## src/rtl/mdm_gate_pkg.sv

```systemverilog
`timescale 1ns/1ps
package mdm_gate_pkg;

  localparam int unsigned NUM_LINES = 2;
  localparam int unsigned LINE_CTS  = 0;
  localparam int unsigned LINE_DCD  = 1;

  // Transmit path: the clear-to-send line only matters when auto mode is on
  // and neither echo nor loopback overrides it.
  function automatic logic tx_gate(input logic sw, input logic auto_on,
                                   input logic lpbk, input logic echo,
                                   input logic cts_on);
    return sw & (~auto_on | lpbk | echo | cts_on);
  endfunction

  // Receive path: carrier-detect is overridden by loopback only.
  function automatic logic rx_gate(input logic sw, input logic auto_on,
                                   input logic lpbk, input logic dcd_on);
    return sw & (~auto_on | lpbk | dcd_on);
  endfunction

endpackage

```

## src/rtl/mdm_line_sync.sv

```systemverilog
`timescale 1ns/1ps
module mdm_line_sync #(
  parameter int unsigned WIDTH  = 2,
  parameter int unsigned STAGES = 2
) (
  input  logic             clk_i,
  input  logic             rst_ni,
  input  logic [WIDTH-1:0] pin_n_i,
  output logic [WIDTH-1:0] asrt_o
);

  for (genvar g = 0; g < WIDTH; g++) begin : g_line
    if (STAGES < 2) begin : g_single
      logic q;
      always_ff @(posedge clk_i or negedge rst_ni) begin
        if (!rst_ni) q <= 1'b0;
        else         q <= ~pin_n_i[g];
      end
      assign asrt_o[g] = q;
    end else begin : g_chain
      logic [STAGES-1:0] sh;
      always_ff @(posedge clk_i or negedge rst_ni) begin
        if (!rst_ni) sh <= '0;
        else         sh <= {sh[STAGES-2:0], ~pin_n_i[g]};
      end
      assign asrt_o[g] = sh[STAGES-1];
    end
  end

endmodule

```

## src/rtl/mdm_enable_gate.sv

```systemverilog
`timescale 1ns/1ps
module mdm_enable_gate
  import mdm_gate_pkg::*;
(
  input  logic tx_sw_i,
  input  logic rx_sw_i,
  input  logic auto_i,
  input  logic loop_i,
  input  logic echo_i,
  input  logic cts_on_i,
  input  logic dcd_on_i,
  output logic tx_en_o,
  output logic rx_en_o
);

  always_comb begin
    tx_en_o = tx_gate(tx_sw_i, auto_i, loop_i, echo_i, cts_on_i);
    rx_en_o = rx_gate(rx_sw_i, auto_i, loop_i, dcd_on_i);
  end

endmodule

```

## src/rtl/mdm_status_track.sv

```systemverilog
`timescale 1ns/1ps
module mdm_status_track #(
  parameter int unsigned WIDTH = 2
) (
  input  logic             clk_i,
  input  logic             rst_ni,
  input  logic [WIDTH-1:0] live_i,
  input  logic             clr_i,
  input  logic             ie_i,
  output logic [WIDTH-1:0] stat_o,
  output logic             pend_o,
  output logic             chg_o,
  output logic             irq_o
);

  logic [WIDTH-1:0] prev_q;
  logic [WIDTH-1:0] stat_q;
  logic             pend_q;
  logic             load_stat;

  // Named internal events
  assign chg_o     = |(live_i ^ prev_q);
  assign load_stat = ~pend_q | clr_i;

  always_ff @(posedge clk_i or negedge rst_ni) begin
    if (!rst_ni) begin
      prev_q <= '0;
      stat_q <= '0;
      pend_q <= 1'b0;
    end else begin
      prev_q <= live_i;
      if (load_stat) stat_q <= live_i;
      if (chg_o)      pend_q <= 1'b1;
      else if (clr_i) pend_q <= 1'b0;
    end
  end

  assign stat_o = stat_q;
  assign pend_o = pend_q;
  assign irq_o  = pend_q & ie_i;

  AST_PEND_SET: assert property (@(posedge clk_i) disable iff (!rst_ni)
    chg_o |=> pend_q);
  AST_IRQ_MASK: assert property (@(posedge clk_i) disable iff (!rst_ni)
    !ie_i |-> !irq_o);
  AST_STAT_FROZEN: assert property (@(posedge clk_i) disable iff (!rst_ni)
    (pend_q && !clr_i) |=> $stable(stat_q));
  AST_CLR_DROP: assert property (@(posedge clk_i) disable iff (!rst_ni)
    (clr_i && !chg_o) |=> !pend_q);
  AST_CLR_IDLE: assert property (@(posedge clk_i) disable iff (!rst_ni)
    (clr_i && !pend_q && !chg_o) |=> (!pend_q && $stable(stat_q)));

endmodule

```

## src/rtl/mdm_gate.sv

```systemverilog
`timescale 1ns/1ps
module mdm_gate
  import mdm_gate_pkg::*;
#(
  parameter int unsigned SYNC_STAGES = 2
) (
  input  logic clk_i,
  input  logic rst_ni,
  input  logic cts_n_i,
  input  logic dcd_n_i,
  input  logic tx_sw_en_i,
  input  logic rx_sw_en_i,
  input  logic auto_en_i,
  input  logic loop_i,
  input  logic echo_i,
  input  logic ext_ie_i,
  input  logic stat_clr_i,
  output logic tx_en_o,
  output logic rx_en_o,
  output logic cts_stat_o,
  output logic dcd_stat_o,
  output logic irq_o
);

  logic [NUM_LINES-1:0] pin_n;
  logic [NUM_LINES-1:0] line_on;
  logic [NUM_LINES-1:0] stat;
  logic                 pend;
  logic                 line_chg;

  assign pin_n[LINE_CTS] = cts_n_i;
  assign pin_n[LINE_DCD] = dcd_n_i;

  mdm_line_sync #(.WIDTH(NUM_LINES), .STAGES(SYNC_STAGES)) u_sync (
    .clk_i   (clk_i),
    .rst_ni  (rst_ni),
    .pin_n_i (pin_n),
    .asrt_o  (line_on)
  );

  mdm_enable_gate u_gate (
    .tx_sw_i  (tx_sw_en_i),
    .rx_sw_i  (rx_sw_en_i),
    .auto_i   (auto_en_i),
    .loop_i   (loop_i),
    .echo_i   (echo_i),
    .cts_on_i (line_on[LINE_CTS]),
    .dcd_on_i (line_on[LINE_DCD]),
    .tx_en_o  (tx_en_o),
    .rx_en_o  (rx_en_o)
  );

  mdm_status_track #(.WIDTH(NUM_LINES)) u_stat (
    .clk_i  (clk_i),
    .rst_ni (rst_ni),
    .live_i (line_on),
    .clr_i  (stat_clr_i),
    .ie_i   (ext_ie_i),
    .stat_o (stat),
    .pend_o (pend),
    .chg_o  (line_chg),
    .irq_o  (irq_o)
  );

  assign cts_stat_o = stat[LINE_CTS];
  assign dcd_stat_o = stat[LINE_DCD];

  AST_TX_NEEDS_SW: assert property (@(posedge clk_i) disable iff (!rst_ni)
    !tx_sw_en_i |-> !tx_en_o);
  AST_MANUAL_RX: assert property (@(posedge clk_i) disable iff (!rst_ni)
    (!auto_en_i) |-> (rx_en_o == rx_sw_en_i));
  AST_LOOP_RX: assert property (@(posedge clk_i) disable iff (!rst_ni)
    (loop_i && rx_sw_en_i) |-> rx_en_o);
  AST_ECHO_TX: assert property (@(posedge clk_i) disable iff (!rst_ni)
    (echo_i && tx_sw_en_i) |-> tx_en_o);
  AST_CHG_PENDS: assert property (@(posedge clk_i) disable iff (!rst_ni)
    line_chg |=> (pend && (irq_o == ext_ie_i)));

endmodule

```

## config.mk

```make
export PLATFORM = sky130hd
export DESIGN_NAME = mdm_gate
export DESIGN_NICKNAME = d
export VERILOG_FILES = /design/src/rtl/mdm_gate_pkg.sv /design/src/rtl/mdm_line_sync.sv /design/src/rtl/mdm_enable_gate.sv /design/src/rtl/mdm_status_track.sv /design/src/rtl/mdm_gate.sv
export SDC_FILE = /design/constraint.sdc
export NUM_CORES = 1
export LEC_CHECK = 0
export ABC_AREA = 1
export BUFFER_PORTS_ARGS = -buffer_cell sky130_fd_sc_hd__clkbuf_2
export CAP_MARGIN = 20
export CORE_AREA = 2 2 39 41
export DETAILED_ROUTE_END_ITERATION = 16
export DIE_AREA = 0 0 41 43
export GPL_ROUTABILITY_DRIVEN = 0
export PLACE_DENSITY = 0.6
export SLEW_MARGIN = 20
export SYNTH_ARGS = -nofsm -noshare
export SYNTH_HDL_FRONTEND = slang
export SYNTH_HIERARCHICAL = 1
export SYNTH_SLANG_ARGS = --single-unit
```

## constraint.sdc

```tcl
create_clock -name clk_i -period 1.3 [get_ports clk_i]
set_clock_uncertainty 0.05 [all_clocks]
set_input_delay 0.195 -clock clk_i [delete_from_list [all_inputs] [get_ports clk_i]]
set_output_delay 0.195 -clock clk_i [all_outputs]
set_load 0.1 [all_outputs]
```

==> key figures <==
Routing
  – WL final: 584 µm
  – Pre-antenna DRT Iters: 4
  – Per-cell routed wire length: 7.89 µm
  – Vias/cell: 3.85
  – Vias: 285
  – DRT iter0 DRCs: 2
  – DRC: 0
  – Routed Antenna Nets: 0

Final layout
  – Fin area: 584 µm²
  – Commonest cells after routing, fill and taps aside: clkbuf_2 (10), dfrtp_1 (9), inv_1 (8)
  – Area Growth Syn to Fin: 63.3%
  – Layout cell share with drive strength beyond 1: 0.448
  – Antenna Cells: 0
  – Nets: 70
  – Commonest non-fill, non-tap cell in the layout: clkbuf_2

Floorplan
  – Starting density of the core: 0.259
  – Die W: 41 µm
  – Site Rows: 14
  – Io pins: 16
  – Core Footprint: 0.00138 mm²
  – Die Span Y: 43 µm
  – Die area: 0.00176 mm²

Hold path
  – Hold Path Depth: 2
  – Hold Path End: u_sync/g_line[1].g_chain.sh[0]$_DFF_PN0_
  – Hold_sp: dcd_n_i
  – Hold Path Class: in2reg

Timing
  – WHS: 0.0349 ns
  – Post-route clock period utilization: 1.04
  – Final setup viols: 1
  – RSZ-0062 raised after global routing: yes
  – Final Hold Fails: 0
  – Fin. max-slew vios: 0
  – Setup slack after layout: -0.0490 ns
  – Min Clock Period, post-route: 1.35 ns
  – Rel. slew slack: 0.854
  – Max Freq: 0.741 GHz
  – Worst slew pin tran: 0.219 ns

CTS
  – Root buffer cell: clkbuf_4
  – CTS clk-pin slew, worst paths: 0.06 ns
  – TritonCTS clock tree: done
  – TritonCTS buffer count: 3
  – Later-pin clock latency in the skew report: 0.26 ns
  – Clock Path Buffers: 2
  – H-Tree Depth: 1
  – CTS sink count: 9

Synthesis
  – Syn avg cell area: 9.42 µm²
  – Synth warn: 6
  – Post-Synthesis Cell Area: 358 µm²
  – Syn nets: 49
  – Post-Syn Instances: 38

Worst setup path
  – Crit path DAT: 1.10 ns
  – Worst r2r dst: u_stat/pend_o$_DFFE_PN0P_
  – CP Data Required Time: 1.05 ns
  – Reg2reg setup slack: 0.36 ns
  – Crit Path Max Fanout: 2
  – Crit path cell chain: inv_2, nand3b_1, nand2_2, clkinvlp_4, buf_12
  – Critical path class: reg2out
  – CP Launch Type: flop
  – Critical-path top delay cell: dfrtp_1
  – Reg2Reg Depth: 5
  – Reg2reg start: u_sync/g_line[1].g_chain.sh[1]$_DFF_PN0_
  – CP peak stage delay: 0.39 ns
  – CP endpoint kind: primary output

Status
  – Failing checks: negative setup slack
  – Outcome: complete, but fails checks

Placed design
  – Hpwl dp: 447 µm
  – Post-DP Area: 528 µm²
  – PortBufs: 15

GRT
  – Largest net degree at the start of global routing: 10
  – Vias in the first global route: 241
  – Grt ovf: 0
  – First-pass GRT wire length: 931 µm
  – GRT Util Overall: 0.0805
  – Initial antenna violation count: 0

Power
  – PD cells: 1280 mW/mm²
  – Maximum vdd ir drop: 849 µV
  – Total design power: 0.747 mW
  – Leak: 0.311 nW

Job
  – Max_cap viols: 0
==> through the flow <==
| stage | std cells | TNS, ns | worst slack, ns | util |
|---|---|---|---|---|
| after floorplan | 38 | -0.0183 | -0.0183 | - |
| after global placement | 67 | 0 | 0.168 | 0.382 |
| after detailed placement | 67 | 0 | 0.160 | 0.382 |
| after CTS | 74 | -0.0659 | -0.0659 | 0.422 |
| after global routing | 74 | -0.163 | -0.132 | 0.422 |
| final | 74 | -0.0490 | -0.0490 | 0.422 |
==> worst max-delay path: cells and delay by family, from the launching register on <==
| kind | cells | cell delay [ns] |
|---|---|---|
| buffers and inverters | 3 | 0.31 |
| DFF | 1 | 0.39 |
| and+or+nand+nor | 2 | 0.15 |
==> repair_timing <==
| item | 4_1_cts | 5_1_grt |
|---|---|---|
| pin swaps | 2 | 0 |
| hold buffers | 1 | 0 |
| endpoints found under the hold margin | 9 | 0 |
| setup buffers | 2 | 0 |
| setup endpoints to repair | 2 | 2 |
| gates resized for setup | 2 | 0 |
==> sequential cells by signal (all words and copies together) (netlist names) <==
register / count
u_stat/prev_q: 2
u_stat/pend_o: 1
u_stat/stat_o: 2
u_sync/g_line.g_chain.sh: 4
==> cell type report <==
cell class	count	area, µm²
fillers	137	800
flip-flops and latches	9	225
repair buffers	18	175
multi-input cells	17	96.3
inverters	10	41.3
clock buffers	4	26.3
well taps	16	20.0
==> routing by layer <==
| layer | vias to the layer above | track usage | part of all wire |
|---|---|---|---|
| li1 | 148 | - | - |
| met1 | 123 | 0.0980 | 0.42 |
| met2 | 14 | 0.119 | 0.48 |
| met3 | 0 | 0.0628 | 0.10 |
| met4 | 0 | 0 | 0 |
| met5 | - | 0 | 0 |
==> worst max-delay path by stage <==
stage / start / cells past startpoint / to
after global placement: u_sync/g_line[1].g_chain.sh[1]$_DFF_PN0_ / 5 / rx_en_o
after floorplan: u_sync/g_line[1].g_chain.sh[1]$_DFF_PN0_ / 5 / rx_en_o
after CTS: u_sync/g_line[1].g_chain.sh[1]$_DFF_PN0_ / 5 / rx_en_o
after detailed placement: u_sync/g_line[1].g_chain.sh[1]$_DFF_PN0_ / 5 / rx_en_o
final: u_sync/g_line[1].g_chain.sh[1]$_DFF_PN0_ / 5 / rx_en_o
after global routing: u_sync/g_line[1].g_chain.sh[1]$_DFF_PN0_ / 5 / rx_en_o
==> where the power goes <==
part           switching (mW)  leakage [nW]  internal [mW]
clock                  0.0938        0.0150          0.118
combinational           0.140         0.193         0.0830
sequential             0.0134         0.103          0.299
total                   0.247         0.311          0.500
No activity file was read; power rests on OpenSTA's default activity.
